--- src/rtl/bbn_pkg.sv ---
package bbn_pkg;

  typedef enum logic [1:0] {
    SEQ_IDLE = 2'd0,
    SEQ_LOAD = 2'd1,
    SEQ_DONE = 2'd2
  } seq_state_t;

  // Bit of the lane index a stage may flip: the forward half narrows the
  // pair distance from N/2 down to 1, the mirrored half widens it again.
  function automatic int flip_bit(input int lg, input int stage);
    return (stage < lg) ? (lg - 1 - stage) : (stage - lg + 1);
  endfunction

endpackage

--- src/rtl/bbn_hop_eval.sv ---
module bbn_hop_eval #(
  parameter int LG = 3
) (
  input  logic [2*LG*LG-1:0] path_i,
  output logic [2*LG-2:0]    sel_o,
  output logic               hop_bad_o
);
  import bbn_pkg::*;

  localparam int STAGES = 2 * LG - 1;

  logic [STAGES-1:0] step_ok;

  for (genvar j = 0; j < STAGES; j++) begin : g_stage
    localparam int FB = flip_bit(LG, j);
    localparam logic [LG-1:0] FLIP = LG'(1) << FB;
    logic [LG-1:0] here, next;
    assign here       = path_i[j*LG +: LG];
    assign next       = path_i[(j+1)*LG +: LG];
    assign sel_o[j]   = (here != next);
    assign step_ok[j] = (here == next) || (next == (here ^ FLIP));
  end

  assign hop_bad_o = ~&step_ok;

  // A path that never leaves its lane cannot make an illegal step.
  always_comb begin
    if (sel_o == '0) begin
      p_straight_path_legal_r7 : assert (!hop_bad_o);
    end
  end

endmodule

--- src/rtl/bbn_lane_tracker.sv ---
module bbn_lane_tracker #(
  parameter int LG = 3
) (
  input  logic               clk,
  input  logic               rst_n,
  input  logic               clear_i,
  input  logic               acc_i,
  input  logic [2*LG*LG-1:0] path_i,
  output logic               hit_o
);
  localparam int N    = 1 << LG;
  localparam int COLS = 2 * LG;

  logic [COLS-1:0] col_hit;

  for (genvar p = 0; p < COLS; p++) begin : g_col
    logic [N-1:0]  occ_q;
    logic [LG-1:0] lane;
    assign lane       = path_i[p*LG +: LG];
    assign col_hit[p] = acc_i && occ_q[lane];

    always_ff @(posedge clk or negedge rst_n) begin
      if (!rst_n) begin
        occ_q <= '0;
      end else if (clear_i) begin
        occ_q <= '0;
      end else if (acc_i) begin
        occ_q[lane] <= 1'b1;
      end
    end

    // A fresh lane adds exactly one occupied slot in its column.
    p_fresh_lane_fills_r6 : assert property (@(posedge clk) disable iff (!rst_n)
      (acc_i && !clear_i && !col_hit[p]) |=>
        ($countones(occ_q) == $past($countones(occ_q)) + 1));

    p_start_empties_r2 : assert property (@(posedge clk) disable iff (!rst_n)
      clear_i |=> (occ_q == '0));
  end

  assign hit_o = |col_hit;

endmodule

--- src/rtl/bbn_load_seq.sv ---
module bbn_load_seq #(
  parameter int N  = 8,
  parameter int RW = 3
) (
  input  logic          clk,
  input  logic          rst_n,
  input  logic          start_i,
  input  logic          valid_i,
  output logic          ready_o,
  output logic          accept_o,
  output logic [RW-1:0] row_o,
  output logic          done_o
);
  import bbn_pkg::*;

  seq_state_t    st_q;
  logic [RW-1:0] cnt_q;
  logic          last_row;

  assign ready_o  = (st_q == SEQ_LOAD) && !start_i;
  assign accept_o = ready_o && valid_i;
  assign last_row = (cnt_q == RW'(N - 1));
  assign row_o    = cnt_q;
  assign done_o   = (st_q == SEQ_DONE);

  always_ff @(posedge clk or negedge rst_n) begin
    if (!rst_n) begin
      st_q  <= SEQ_IDLE;
      cnt_q <= '0;
    end else if (start_i) begin
      st_q  <= SEQ_LOAD;
      cnt_q <= '0;
    end else begin
      case (st_q)
        SEQ_LOAD: begin
          if (accept_o) begin
            if (last_row) begin
              st_q  <= SEQ_DONE;
              cnt_q <= '0;
            end else begin
              cnt_q <= cnt_q + 1'b1;
            end
          end
        end
        SEQ_DONE: st_q <= SEQ_IDLE;
        default:  st_q <= SEQ_IDLE;
      endcase
    end
  end

  p_done_single_r5 : assert property (@(posedge clk) disable iff (!rst_n)
    done_o |=> !done_o);

  p_done_after_last_r5 : assert property (@(posedge clk) disable iff (!rst_n)
    (accept_o && last_row) |=> done_o);

  p_open_after_start_r2 : assert property (@(posedge clk) disable iff (!rst_n)
    start_i |=> (ready_o || start_i));

endmodule

--- src/rtl/bbn_ctrl_store.sv ---
module bbn_ctrl_store #(
  parameter int N  = 8,
  parameter int S  = 5,
  parameter int RW = 3
) (
  input  logic          clk,
  input  logic          rst_n,
  input  logic          clear_i,
  input  logic          wr_i,
  input  logic [RW-1:0] row_i,
  input  logic [S-1:0]  bits_i,
  output logic [N*S-1:0] mat_o
);
  for (genvar r = 0; r < N; r++) begin : g_row
    logic [S-1:0] row_q;
    always_ff @(posedge clk or negedge rst_n) begin
      if (!rst_n) begin
        row_q <= '0;
      end else if (clear_i) begin
        row_q <= '0;
      end else if (wr_i && (row_i == RW'(r))) begin
        row_q <= bits_i;
      end
    end
    assign mat_o[r*S +: S] = row_q;
  end

endmodule

--- src/rtl/bbn_ctrl_gen.sv ---
module bbn_ctrl_gen #(
  parameter int LG = 3
) (
  input  logic                         clk,
  input  logic                         rst_n,
  input  logic                         start_i,
  input  logic                         row_valid_i,
  output logic                         row_ready_o,
  input  logic [2*LG*LG-1:0]           row_path_i,
  output logic                         done_o,
  output logic [(1<<LG)*(2*LG-1)-1:0]  ctrl_o,
  output logic                         conflict_o,
  output logic                         bad_hop_o
);
  localparam int N  = 1 << LG;
  localparam int S  = 2 * LG - 1;
  localparam int RW = LG;

  logic          accept;
  logic [RW-1:0] row_idx;
  logic [S-1:0]  row_sel;
  logic          hop_bad;
  logic          lane_hit;

  bbn_load_seq #(.N(N), .RW(RW)) u_seq (
    .clk      (clk),
    .rst_n    (rst_n),
    .start_i  (start_i),
    .valid_i  (row_valid_i),
    .ready_o  (row_ready_o),
    .accept_o (accept),
    .row_o    (row_idx),
    .done_o   (done_o)
  );

  bbn_hop_eval #(.LG(LG)) u_hop (
    .path_i    (row_path_i),
    .sel_o     (row_sel),
    .hop_bad_o (hop_bad)
  );

  bbn_lane_tracker #(.LG(LG)) u_lanes (
    .clk     (clk),
    .rst_n   (rst_n),
    .clear_i (start_i),
    .acc_i   (accept),
    .path_i  (row_path_i),
    .hit_o   (lane_hit)
  );

  bbn_ctrl_store #(.N(N), .S(S), .RW(RW)) u_store (
    .clk     (clk),
    .rst_n   (rst_n),
    .clear_i (start_i),
    .wr_i    (accept),
    .row_i   (row_idx),
    .bits_i  (row_sel),
    .mat_o   (ctrl_o)
  );

  always_ff @(posedge clk or negedge rst_n) begin
    if (!rst_n) begin
      conflict_o <= 1'b0;
      bad_hop_o  <= 1'b0;
    end else if (start_i) begin
      conflict_o <= 1'b0;
      bad_hop_o  <= 1'b0;
    end else if (accept) begin
      conflict_o <= conflict_o | lane_hit;
      bad_hop_o  <= bad_hop_o | hop_bad;
    end
  end

  p_start_clears_r2 : assert property (@(posedge clk) disable iff (!rst_n)
    start_i |=> ((ctrl_o == '0) && !conflict_o && !bad_hop_o));

  p_hold_when_closed_r8 : assert property (@(posedge clk) disable iff (!rst_n)
    (!row_ready_o && !start_i) |=>
      ($stable(ctrl_o) && $stable(conflict_o) && $stable(bad_hop_o)));

  p_conflict_sticky_r6 : assert property (@(posedge clk) disable iff (!rst_n)
    (conflict_o && !start_i) |=> conflict_o);

  p_bad_hop_sticky_r7 : assert property (@(posedge clk) disable iff (!rst_n)
    (bad_hop_o && !start_i) |=> bad_hop_o);

  p_closed_at_done_r5 : assert property (@(posedge clk) disable iff (!rst_n)
    done_o |-> !row_ready_o);

endmodule

--- config.mk ---
export PLATFORM = sky130hd
export DESIGN_NAME = bbn_ctrl_gen
export DESIGN_NICKNAME = d
export VERILOG_FILES = /design/src/rtl/bbn_pkg.sv /design/src/rtl/bbn_hop_eval.sv /design/src/rtl/bbn_lane_tracker.sv /design/src/rtl/bbn_load_seq.sv /design/src/rtl/bbn_ctrl_store.sv /design/src/rtl/bbn_ctrl_gen.sv
export SDC_FILE = /design/constraint.sdc
export NUM_CORES = 1
export LEC_CHECK = 0
export ABC_CLOCK_PERIOD_IN_PS = 2440
export BUFFER_PORTS_ARGS = -buffer_cell sky130_fd_sc_hd__buf_4
export CELL_PAD_IN_SITES_DETAIL_PLACEMENT = 0
export CELL_PAD_IN_SITES_GLOBAL_PLACEMENT = 2
export CORE_ASPECT_RATIO = 1.4
export CORE_UTILIZATION = 35
export CTS_CLUSTER_SIZE = 12
export DETAILED_ROUTE_END_ITERATION = 10
export PLACE_DENSITY = 0.74
export SLEW_MARGIN = 5
export SYNTH_ARGS = -nofsm -noshare
export SYNTH_HDL_FRONTEND = slang
export SYNTH_HIERARCHICAL = 1
export SYNTH_SLANG_ARGS = --single-unit
export TNS_END_PERCENT = 30
--- constraint.sdc ---
create_clock -name clk -period 2.44 [get_ports clk]
set_input_delay 0.488 -clock clk [delete_from_list [all_inputs] [get_ports clk]]
set_output_delay 0.488 -clock clk [all_outputs]
set_load 0.03 [all_outputs]
==> metrics.yaml, run 1 <==
status: "complete, no violations"
clock_latency_ns: 0.35
syn_inst: 426
fp.dieW_um: 99.46
yosysSeqAreaShare_pct: 51.08
rsz0062_at_grt: "false"
cp.arrival_ns: 2.20
ys_ff_latch: 95
total_power_mw: 3.415
ys_warn_count: 6
synth_edf_count: 0
timing.fmax_mhz: 506.3
grt_max_degree: 101
max_slew_margin_pct: 67.99
syn_area_um2: 4654
finalCriticalPeriod_ns: 1.975
skew_ns: 0.007590
holdCritPathClass: "in2async"
fin_setup_tns_ns: 0
place_area_um2: 5303
synth_top_area_share_pct: 51.08
drtIter0Drc: 173
synth_area_leaders: "dfrtp_1 51%, mux2i_1 9.0%, nand2b_1 6.2%"
die_h_um: 138.4
portBuffers: 65
drt_wl_total_um: 11670
path_buf_inv: 0
drive_gt1_share_pct: 23.44
placed_cells: 644
post_cts_buffers: 0
setup_viol: 0
ys_top_cells_by_count: "95 x dfrtp_1, 67 x nor2_1, 46 x nand2b_1"
r2r_start: "u_lanes/g_col[5].occ_q[7]$_DFFE_PN0P_"
drcViolationCount: 0
hold_violations: 0
grt_pass1_vias: 3500
max_stage_delay_ns: 0.40
cts_tree: "yes"
antenna_cells: 0
viasPerCell: 5.133
rows: 49
worstPathCellList: "mux2_1 > a222oi_1 > nand4_1 > o41a_1 > a21oi_1 > nor2_1"
yosysMostFrequentCell: "dfrtp_1"
synthArstFlopShare_pct: 100.0
dp_hpwl_um: 7834
dieArea_um2: 13770
cts_root_buf: "clkbuf_16"
finish.utilization_pct: 43.12
gr-total-overflow: 0
areaGrowthSynthToFinish_pct: 19.84
cts_htree_levels: 3
initial_core_util_pct: 35.98
clk_path_buf_depth: 2
syn_area_per_cell_um2: 10.93
cp-start-kind: "flip-flop"
dr.pass1.iters: 4
wl_per_cell_um: 17.68
maxSlewViolCount: 0
ios: 66
powerDensity_nw_per_um2: 612.2
yosysUniqueCellTypes: 43
critPathSlowestCell: "o41a_1"
grt_pass1_wl_um: 19060
ctsHoldBuffers: 0
ir_drop_uv: 296.4
fillers: 1272
nNetsFinal: 501
tightest_slew_ns: 0.4801
final_antenna_net_count: 0
core_area_um2: 12940
period_share_pct: 80.94
grt_antenna_before_repair: 0
p_leak_nw: 2.803
crit_family: "compound AO/OA/AOI/OAI gates"
clk_pin_slew_ns: 0.07
grtUsageTotal_pct: 17.94
crit_path_end_kind: "flip-flop"
critical_path.max_fanout: 2
syn-num-nets: 450
critPathKind: "reg2reg"
crit_start: "u_lanes/g_col[5].occ_q[7]$_DFFE_PN0P_"
cts_resized: 0
place_congestion: 0.7930
cts_sinks: 95
numCtsBuffers: 9
ys.flop_type: "dfrtp_1"
stdcell_count: 660
vias: 3388
fin_area_um2: 5578
yosysTopAreaCell: "dfrtp_1"
maxCapViolations: 0
required_ns: 2.66
-- sequential cells by signal, summed over array words and instances, names as in the netlist --
| register | cells |
|---|---|
| bad_hop_o | 1 |
| u_store/g_row.row_q | 40 |
| u_lanes/g_col.occ_q | 48 |
| u_seq/row_o | 3 |
| conflict_o | 1 |
| u_seq/st_q | 2 |
-- path summary, 6_finish.rpt --
path                       slack (ns)  cells after the start                               endpoint
setup reg to reg                 0.47                      6                 conflict_o$_DFFE_PN0P_
min in group clk                 0.46                      3  u_lanes/g_col[0].occ_q[6]$_DFFE_PN0P_
hold reg to reg                  0.49                      2  u_lanes/g_col[0].occ_q[6]$_DFFE_PN0P_
max in group asynchronous        1.67                      2  u_lanes/g_col[3].occ_q[2]$_DFFE_PN0P_
setup / recovery                 0.47                      6                 conflict_o$_DFFE_PN0P_
hold / removal                   0.07                      1  u_store/g_row[6].row_q[3]$_DFFE_PN0P_
-- power by group --
group	total [mW]	internal, mW	switching, mW
sequential	1.65	1.61	0.0385
combinational	0.428	0.164	0.263
clock	1.33	0.720	0.614
-- layer usage --
layer  routed length, um  global-route usage, %
met4                 149                  6.579
met2                5889                  30.67
met5                   0                      0
met3                 438                  2.781
met1                5187                  22.76
-- layout make-up --
| cell class | instances | area [um^2] | share of cell area [%] |
|---|---|---|---|
| Clock inverter | 5 | 32.53 | 0.5832 |
| Inverter | 3 | 11.26 | 0.2019 |
| Tap cell | 178 | 222.7 | 3.993 |
| Clock buffer | 11 | 242.7 | 4.352 |
| Multi-Input combinational cell | 295 | 2118 | 37.98 |
| Sequential cell | 95 | 2377 | 42.62 |
| Timing Repair Buffer | 73 | 573.1 | 10.27 |
-- cells in the final DEF, fill, tap and decap left out, types with 2 or more instances in the layout --
cell,netlist,routed
a21oi_1,21,21
a22oi_1,3,3
a31oi_1,24,24
a41oi_1,5,5
and2_1,2,2
and2b_4,2,2
buf_12,0,2
buf_4,1,71
clkbuf_16,0,9
clkinv_2,0,3
dfrtp_1,95,95
ha_1,2,2
inv_1,3,3
mux2_2,12,12
mux2_4,3,3
mux2i_1,42,42
mux4_1,2,2
mux4_2,3,3
nand2_1,8,8
nand2b_1,46,46
nand3_1,3,3
nand4_1,4,4
nand4b_1,3,3
nand4bb_1,3,3
nor2_1,67,67
nor2b_1,11,11
or3_1,2,2
xnor2_1,3,3
xor2_1,11,11
-- cell families after synthesis --
logic type	count (synthesis)	share of synthesized area [%]
XOR/XNOR	15	2.984
AND/OR/NAND/NOR	158	18.20
AO/OA/AOI/OAI	57	7.742
flip-flops	95	51.08
buffers and inverters	36	3.736
adder cells (fa/ha/maj)	2	0.5375
multiplexers	63	15.73
-- metrics by stage --
step / setup slack [ns] / hold WS, ns
6_report: 0.4650 / 0.07073
5_1_grt: 0.3893 / 0.09529
4_1_cts: 0.4792 / 0.08021
3_5_place_dp: 0.1570 / 0.4513
3_3_place_gp: 0.1634 / 0.4507
2_1_floorplan: 0.3734 / 0.1924
Note: power is estimated with default switching activity, not from simulation.
==> inputs of run 2 (changes only) <==
--- a/config.mk
+++ b/config.mk
@@ -5,15 +5,16 @@
 export SDC_FILE = /design/constraint.sdc
 export NUM_CORES = 1
 export LEC_CHECK = 0
-export ABC_CLOCK_PERIOD_IN_PS = 2440
+export ABC_AREA = 1
+export ABC_CLOCK_PERIOD_IN_PS = 2000
 export BUFFER_PORTS_ARGS = -buffer_cell sky130_fd_sc_hd__buf_4
 export CELL_PAD_IN_SITES_DETAIL_PLACEMENT = 0
 export CELL_PAD_IN_SITES_GLOBAL_PLACEMENT = 2
 export CORE_ASPECT_RATIO = 1.4
-export CORE_UTILIZATION = 35
+export CORE_UTILIZATION = 33
 export CTS_CLUSTER_SIZE = 12
 export DETAILED_ROUTE_END_ITERATION = 10
-export PLACE_DENSITY = 0.74
+export PLACE_DENSITY = 0.79
 export SLEW_MARGIN = 5
 export SYNTH_ARGS = -nofsm -noshare
 export SYNTH_HDL_FRONTEND = slang
==> constraint.sdc (replaced) <==
create_clock -name clk -period 2 [get_ports clk]
set_input_delay 0.4 -clock clk [delete_from_list [all_inputs] [get_ports clk]]
set_output_delay 0.4 -clock clk [all_outputs]
set_load 0.03 [all_outputs]
==> run 2 against run 1 <==
Effect of this change:
- cell count rose by 39%
- clock skew down 0.0024 ns
- total power is 19% higher
- die area up 9.1%
- area after synthesis rose by 3.0%
- fmax up 18%
- sequential cell count unchanged
- critical path depth increased by 1
- synthesized cell count grew 54%
- critical endpoint is now u_lanes/g_col[3].occ_q[0]$_DFFE_PN0P_
- first-iteration DRC count up 11%
- setup slack got worse by 0.14 ns
- clock power grew 21%
==> metrics.yaml, run 2 <==
yosysUniqueCellTypes: 22  # -49%
grt_antenna_before_repair: 0  # unchanged
clock_latency_ns: 0.34  # about the same
max_stage_delay_ns: 0.37  # -0.03 ns
maxSlewViolCount: 0  # unchanged
cts_root_buf: "clkbuf_16"
synthArstFlopShare_pct: 100.0  # unchanged
yosysMostFrequentCell: "nand2_1"
r2r_start: "u_seq/st_q[1]$_DFFE_PN0P_"
required_ns: 2.25  # -0.41 ns
ys_warn_count: 6  # unchanged
core_area_um2: 14040  # +8.5%
period_share_pct: 83.52  # +2.6 points
critPathKind: "reg2reg"
drtIter0Drc: 192  # +11%
syn_area_um2: 4795  # +3.0%
top_register: "u_lanes/g_col.occ_q"
status: "complete, no violations"
yosysSeqAreaShare_pct: 49.58  # -1.5 points
final_cell_mix: "236 x nand2_1, 95 x dfrtp_1, 87 x inv_1, 71 x buf_4, 65 x nand3_1"
cp-start-kind: "flip-flop"
syn_inst: 658  # +54%
syn_area_per_cell_um2: 7.287  # -33%
hold_violations: 0  # unchanged
yosysTopAreaCell: "dfrtp_1"
ys_ff_latch: 95  # unchanged
worstReg2RegEnd: "u_lanes/g_col[3].occ_q[0]$_DFFE_PN0P_"
fin_setup_tns_ns: 0  # unchanged
skew_ns: 0.005226  # -0.002364 ns
post_cts_buffers: 0  # unchanged
syn-num-nets: 682  # +52%
die_h_um: 144.6  # +4.5%
initial_core_util_pct: 34.15  # -1.8 points
grt_max_degree: 41  # -59%
cts_sinks: 95  # unchanged
synth_top_area_share_pct: 49.58  # -1.5 points
critPathSlowestCell: "dfrtp_1"
crit_start: "u_seq/st_q[1]$_DFFE_PN0P_"
timing.fmax_mhz: 598.7  # +18%
dieArea_um2: 15020  # +9.1%
tightest_slew_ns: 0.7830  # +0.3029 ns
drive_gt1_share_pct: 16.89  # -6.6 points
cts_htree_levels: 3  # unchanged
r2r_cells: 7  # +1
critical_path_depth: 7  # +1
setup_viol: 0  # unchanged
place_congestion: 0.7800  # -1.6%
powerDensity_nw_per_um2: 705.3  # +15%
dr.pass1.iters: 4  # unchanged
nNetsFinal: 753  # +50%
crit_family: "simple AND/OR/NAND/NOR gates"
gr-total-overflow: 0  # unchanged
worstPathCellList: "inv_2 > nand2_2 > nor3_4 > inv_1 > nor2_1 > nand2_1 > a21oi_1"
synth_area_leaders: "dfrtp_1 50%, nand2_1 18%, inv_1 6.8%"
ctsHoldBuffers: 0  # unchanged
endpoint: "u_lanes/g_col[3].occ_q[0]$_DFFE_PN0P_"
ys_top_cells_by_count: "236 x nand2_1, 95 x dfrtp_1, 87 x inv_1"
drt_wl_total_um: 12680  # +8.7%
cts_resized: 0  # unchanged
synth_edf_count: 0  # unchanged
whs_ns: 0.04042  # -0.03031 ns
finalCriticalPeriod_ns: 1.670  # -0.3047 ns
cts_tree: "yes"
clk_path_buf_depth: 2  # unchanged
vias: 4212  # +24%
viasPerCell: 4.583  # -11%
final_antenna_net_count: 0  # unchanged
dp_hpwl_um: 9273  # +18%
placed_cells: 903  # +40%
rows: 51  # +4.1%
cp.arrival_ns: 1.92  # -0.28 ns
rsz0062_at_grt: "false"
max_slew_margin_pct: 47.61  # -20 points
p_leak_nw: 3.241  # +16%
areaGrowthSynthToFinish_pct: 20.64
grt_pass1_wl_um: 20960  # +10%
ys.flop_type: "dfrtp_1"
grt_pass1_vias: 4147  # +18%
maxCapViolations: 0  # unchanged
critical_path.max_fanout: 7  # +5
numCtsBuffers: 9  # unchanged
path_buf_inv: 2  # +2
largest_reg_flops: 48  # unchanged
holdCritPathClass: "in2async"
ios: 66  # unchanged
wl_per_cell_um: 13.80  # -22%
clk_pin_slew_ns: 0.07  # about the same
fp.dieW_um: 103.9  # +4.4%
r2r_slack_ns: 0.33  # -0.14 ns
portBuffers: 65  # unchanged
final_common_cell: "nand2_1"
grtUsageTotal_pct: 17.87  # -0.064 points
drcViolationCount: 0  # unchanged
crit_path_end_kind: "flip-flop"
stdcell_count: 919  # +39%
antenna_cells: 0  # unchanged
ir_drop_uv: 346.6  # +17%
## run 2: routing by layer
metal	share of wire, %	up-vias	track usage, %
met3	3.1	6	2.659
met2	52	77	33.51
met5	0	-	0
li1	-	2160	-
met1	44	1969	21.36
met4	0.85	0	4.511
## run 2: worst min path at each step
| stage | depth (start not counted) | slack [ns] | from | end |
|---|---|---|---|---|
| floorplan | 0 | 0.10 | rst_n | bad_hop_o$_DFFE_PN0P_ |
| global placement | 1 | 0.42 | rst_n | u_store/g_row[5].row_q[1]$_DFFE_PN0P_ |
| detailed placement | 1 | 0.43 | rst_n | u_store/g_row[5].row_q[1]$_DFFE_PN0P_ |
| CTS | 1 | 0.06 | rst_n | u_store/g_row[5].row_q[1]$_DFFE_PN0P_ |
| global route | 1 | 0.07 | rst_n | u_store/g_row[5].row_q[1]$_DFFE_PN0P_ |
| finish | 1 | 0.04 | rst_n | u_store/g_row[5].row_q[1]$_DFFE_PN0P_ |
## run 2: cell families after synthesis
kind of cell / synth area share [%]
AND/OR/NAND/NOR: 33.09
XOR/XNOR: 1.096
flip-flops: 49.58
adder cells (fa/ha/maj): 0.5218
buffers and inverters: 9.969
AO/OA/AOI/OAI: 5.741
## run 2: through the flow
stage	area [um^2]	utilization [%]	power, mW	setup WS (ns)
floorplan	4795	-	2.285	0.6019
global placement	5510	39.25	2.511	0.1276
detailed placement	5510	39.25	2.515	0.1501
CTS	5784	41.20	4.168	0.2624
global route	5784	41.20	4.304	0.1513
finish	5784	41.20	4.079	0.3297
## run 2: report_power, final
part | total, mW | internal (mW) | switching [mW]
registers | 1.98 | 1.95 | 0.0256
logic | 0.487 | 0.144 | 0.343
clock network | 1.61 | 0.856 | 0.756
## run 2: layout make-up
| type | instances | area [um^2] |
|---|---|---|
| well taps | 185 | 231.5 |
| multi-input cells | 442 | 1939 |
| inverters | 109 | 409.1 |
| clock inverters | 5 | 41.29 |
| repair buffers | 72 | 553.0 |
| flip-flops and latches | 95 | 2377 |
| clock buffers | 11 | 232.7 |
| fillers | 1548 | 8254 |
## run 2: worst register-to-register path, delay by kind of cell, from the launching register on
family | cells | cell delay (ns)
DFF | 1 | 0.37
AOI/OAI and AO/OA | 1 | 0.16
and+or+nand+nor | 4 | 0.72
buffers and inverters | 2 | 0.34
==> inputs of run 3 (changes only) <==
--- a/config.mk
+++ b/config.mk
@@ -5,16 +5,16 @@
 export SDC_FILE = /design/constraint.sdc
 export NUM_CORES = 1
 export LEC_CHECK = 0
-export ABC_AREA = 1
-export ABC_CLOCK_PERIOD_IN_PS = 2000
+export ABC_AREA = 0
+export ABC_CLOCK_PERIOD_IN_PS = 1700
 export BUFFER_PORTS_ARGS = -buffer_cell sky130_fd_sc_hd__buf_4
 export CELL_PAD_IN_SITES_DETAIL_PLACEMENT = 0
 export CELL_PAD_IN_SITES_GLOBAL_PLACEMENT = 2
 export CORE_ASPECT_RATIO = 1.4
-export CORE_UTILIZATION = 33
+export CORE_UTILIZATION = 35
 export CTS_CLUSTER_SIZE = 12
 export DETAILED_ROUTE_END_ITERATION = 10
-export PLACE_DENSITY = 0.79
+export PLACE_DENSITY = 0.74
 export SLEW_MARGIN = 5
 export SYNTH_ARGS = -nofsm -noshare
 export SYNTH_HDL_FRONTEND = slang
==> constraint.sdc (replaced) <==
create_clock -name clk -period 1.7 [get_ports clk]
set_input_delay 0.34 -clock clk [delete_from_list [all_inputs] [get_ports clk]]
set_output_delay 0.34 -clock clk [all_outputs]
set_load 0.03 [all_outputs]
==> run 3 against run 2 <==
Effect of this change:
- the flow now finishes with violations (negative setup slack)
- first-iteration DRC count down 36%
- non-clock buffer count up 56
- final area up 5.3%
- largest power group unchanged
==> metrics.yaml, run 3 (synthesized netlist as in run 1, its figures left out) <==
status: "complete, but fails checks"
violations: "negative setup slack"
dr.pass1.iters: 4  # unchanged
cts_tree: "yes"
max_slew_margin_pct: 74.98  # +27 points
grt_pass1_wl_um: 19350  # -7.7%
cts_sinks: 95  # unchanged
powerDensity_nw_per_um2: 843.0  # +20%
drive_gt1_share_pct: 32.96  # +16 points
ios: 66  # unchanged
gr-total-overflow: 0  # unchanged
timing.fmax_mhz: 547.0  # -8.6%
drt_wl_total_um: 11450  # -9.7%
required_ns: 1.91  # -0.34 ns
finalCriticalPeriod_ns: 1.828  # +0.1579 ns
drtIter0Drc: 123  # -36%
portBuffers: 65  # unchanged
place_congestion: 0.7701  # -1.3%
comb_power_share_pct: 14.5  # +2.6 points
final_cell_mix: "120 x buf_4, 95 x dfrtp_1, 63 x nor2_1, 46 x nand2b_1, 41 x mux2i_1"
critPathKind: "reg2reg"
cts_root_buf: "clkbuf_16"
rsz0062_at_grt: "true"
swShare_pct: 25.89  # -1.7 points
maxCapViolations: 0  # unchanged
p_int_mw: 3.806  # +29%
clk_pin_slew_ns: 0.07  # about the same
finish.utilization_pct: 47.09  # +5.9 points
p_leak_nw: 3.074  # -5.1%
ir_drop_uv: 508.4  # +47%
clock_latency_ns: 0.34  # about the same
wl_per_cell_um: 16.01  # +16%
holdCritPathClass: "in2reg"
placed_cells: 696  # -23%
nNetsFinal: 556  # -26%
numCtsBuffers: 9  # unchanged
p_seq_share_pct: 45.9  # -2.6 points
grt_antenna_before_repair: 0  # unchanged
areaGrowthSynthToFinish_pct: 30.89
largest_reg_flops: 48  # unchanged
core_area_um2: 12940  # -7.9%
period_share_pct: 107.5  # +24 points
maxSlewViolCount: 0  # unchanged
grtUsageTotal_pct: 17.96  # +0.090 points
vias: 3502  # -17%
cp-start-kind: "flip-flop"
crit_path_end_kind: "flip-flop"
fp.dieW_um: 99.46  # -4.2%
hold_violations: 0  # unchanged
antenna_cells: 0  # unchanged
skew_ns: 0.009625  # +0.004399 ns
setup_viol: 1  # +1
grt_max_degree: 47  # +15%
clk_path_buf_depth: 2  # unchanged
fin_ws_ns: -0.1282  # -0.4579 ns
dp_hpwl_um: 8294  # -11%
final_antenna_net_count: 0  # unchanged
fin_area_um2: 6092  # +5.3%
cts_htree_levels: 3  # unchanged
die_h_um: 138.4  # -4.3%
critical_path.max_fanout: 2  # -5
final_common_cell: "buf_4"
drcViolationCount: 0  # unchanged
dieArea_um2: 13770  # -8.3%
initial_core_util_pct: 35.98  # +1.8 points
top_register: "u_lanes/g_col.occ_q"
stdcell_count: 715  # -22%
dp_slack_ns: -0.3174  # -0.4675 ns
place_area_um2: 5739  # +4.2%
switchingPower_mw: 1.330  # +18%
clkPwrFrac_pct: 39.6  # about the same
cp.arrival_ns: 2.04  # +0.12 ns
grt_pass1_vias: 3694  # -11%
tightest_slew_ns: 0.3753  # -0.4076 ns
rows: 49  # -3.9%
viasPerCell: 4.898  # +6.9%
## run 3: changes by cell type in the layout (fill, tap and decap cells not counted), moves of 8 or more
cell      change
inv_1        -85
mux2_2       +12
a21oi_1      -31
inv_2        -20
xor2_1        +9
nand3_1      -62
buf_4        +49
a31oi_1      +24
nand2_2       -8
nand2b_1     +46
nor2_1        +9
nand2_1     -228
nor2b_1      +11
mux2i_1      +41
## run 3: final timing paths
kind	from	endpoint	slack, ns	depth (start not counted)
worst max register to register	u_lanes/g_col[3].occ_q[4]$_DFFE_PN0P_	conflict_o$_DFFE_PN0P_	-0.13	6
worst min register to register	u_lanes/g_col[5].occ_q[3]$_DFFE_PN0P_	u_lanes/g_col[5].occ_q[3]$_DFFE_PN0P_	0.50	2
min in group asynchronous	rst_n	u_store/g_row[7].row_q[0]$_DFFE_PN0P_	0.45	2
max in group asynchronous	rst_n	u_lanes/g_col[3].occ_q[1]$_DFFE_PN0P_	0.67	3
worst max-delay path	u_lanes/g_col[3].occ_q[4]$_DFFE_PN0P_	conflict_o$_DFFE_PN0P_	-0.13	6
worst min-delay path	row_path_i[0]	u_lanes/g_col[0].occ_q[1]$_DFFE_PN0P_	0.30	3
## run 3: power groups by stage
stage,clock [mW],combinational [mW],sequential [mW]
6_report,2.04,0.744,2.36
4_1_cts,2.13,0.749,2.36
3_3_place_gp,0,0.738,2.40
2_1_floorplan,0,0.324,2.45
5_1_grt,2.22,0.813,2.36
3_5_place_dp,0,0.742,2.40
## run 3: critical path: stages, from the launching register on
cell and delay (ns):
dfrtp_1 0.40, mux4_2 0.47, mux2i_2 0.19, nand3_1 0.10
o41a_1 0.38, a21oi_1 0.13, nor2_1 0.05
## run 3: per-layer routing
| metal | track usage (%) | share of wire (%) | vias to the layer above |
|---|---|---|---|
| met5 | 0 | 0 | - |
| met4 | 6.347 | 1.9 | 0 |
| met2 | 31.25 | 52 | 78 |
| li1 | - | - | 1684 |
| met3 | 3.185 | 3.5 | 13 |
| met1 | 22.16 | 43 | 1727 |
## run 3: metrics by stage
| stage | setup TNS [ns] | power (mW) | hold WS (ns) |
|---|---|---|---|
| 2_1_floorplan | -0.3492 | 2.769 | 0.04441 |
| 3_3_place_gp | -0.6982 | 3.134 | 0.2805 |
| 3_5_place_dp | -0.3464 | 3.142 | 0.2801 |
| 4_1_cts | -0.1734 | 5.235 | 0.2827 |
| 5_1_grt | -1.726 | 5.396 | 0.3174 |
| 6_report | -0.1282 | 5.136 | 0.2972 |
## run 3: area by class of cell
| type | instances | area (um^2) |
|---|---|---|
| Tap cell | 178 | 222.7 |
| Inverter | 3 | 15.01 |
| Clock inverter | 7 | 76.32 |
| Fill cell | 1214 | 6844 |
| Timing Repair Buffer | 128 | 1042 |
| Sequential cell | 95 | 2377 |
| Clock buffer | 9 | 225.2 |
| Multi-Input combinational cell | 295 | 2133 |
## run 3: what timing repair did
item                                    CTS  global route
gates resized for setup                   2             8
endpoints found under the hold margin    23             0
pin swaps                                 3             7
endpoints found under the setup margin    1            16
hold buffers                              1             0
buffers inserted                          1             1
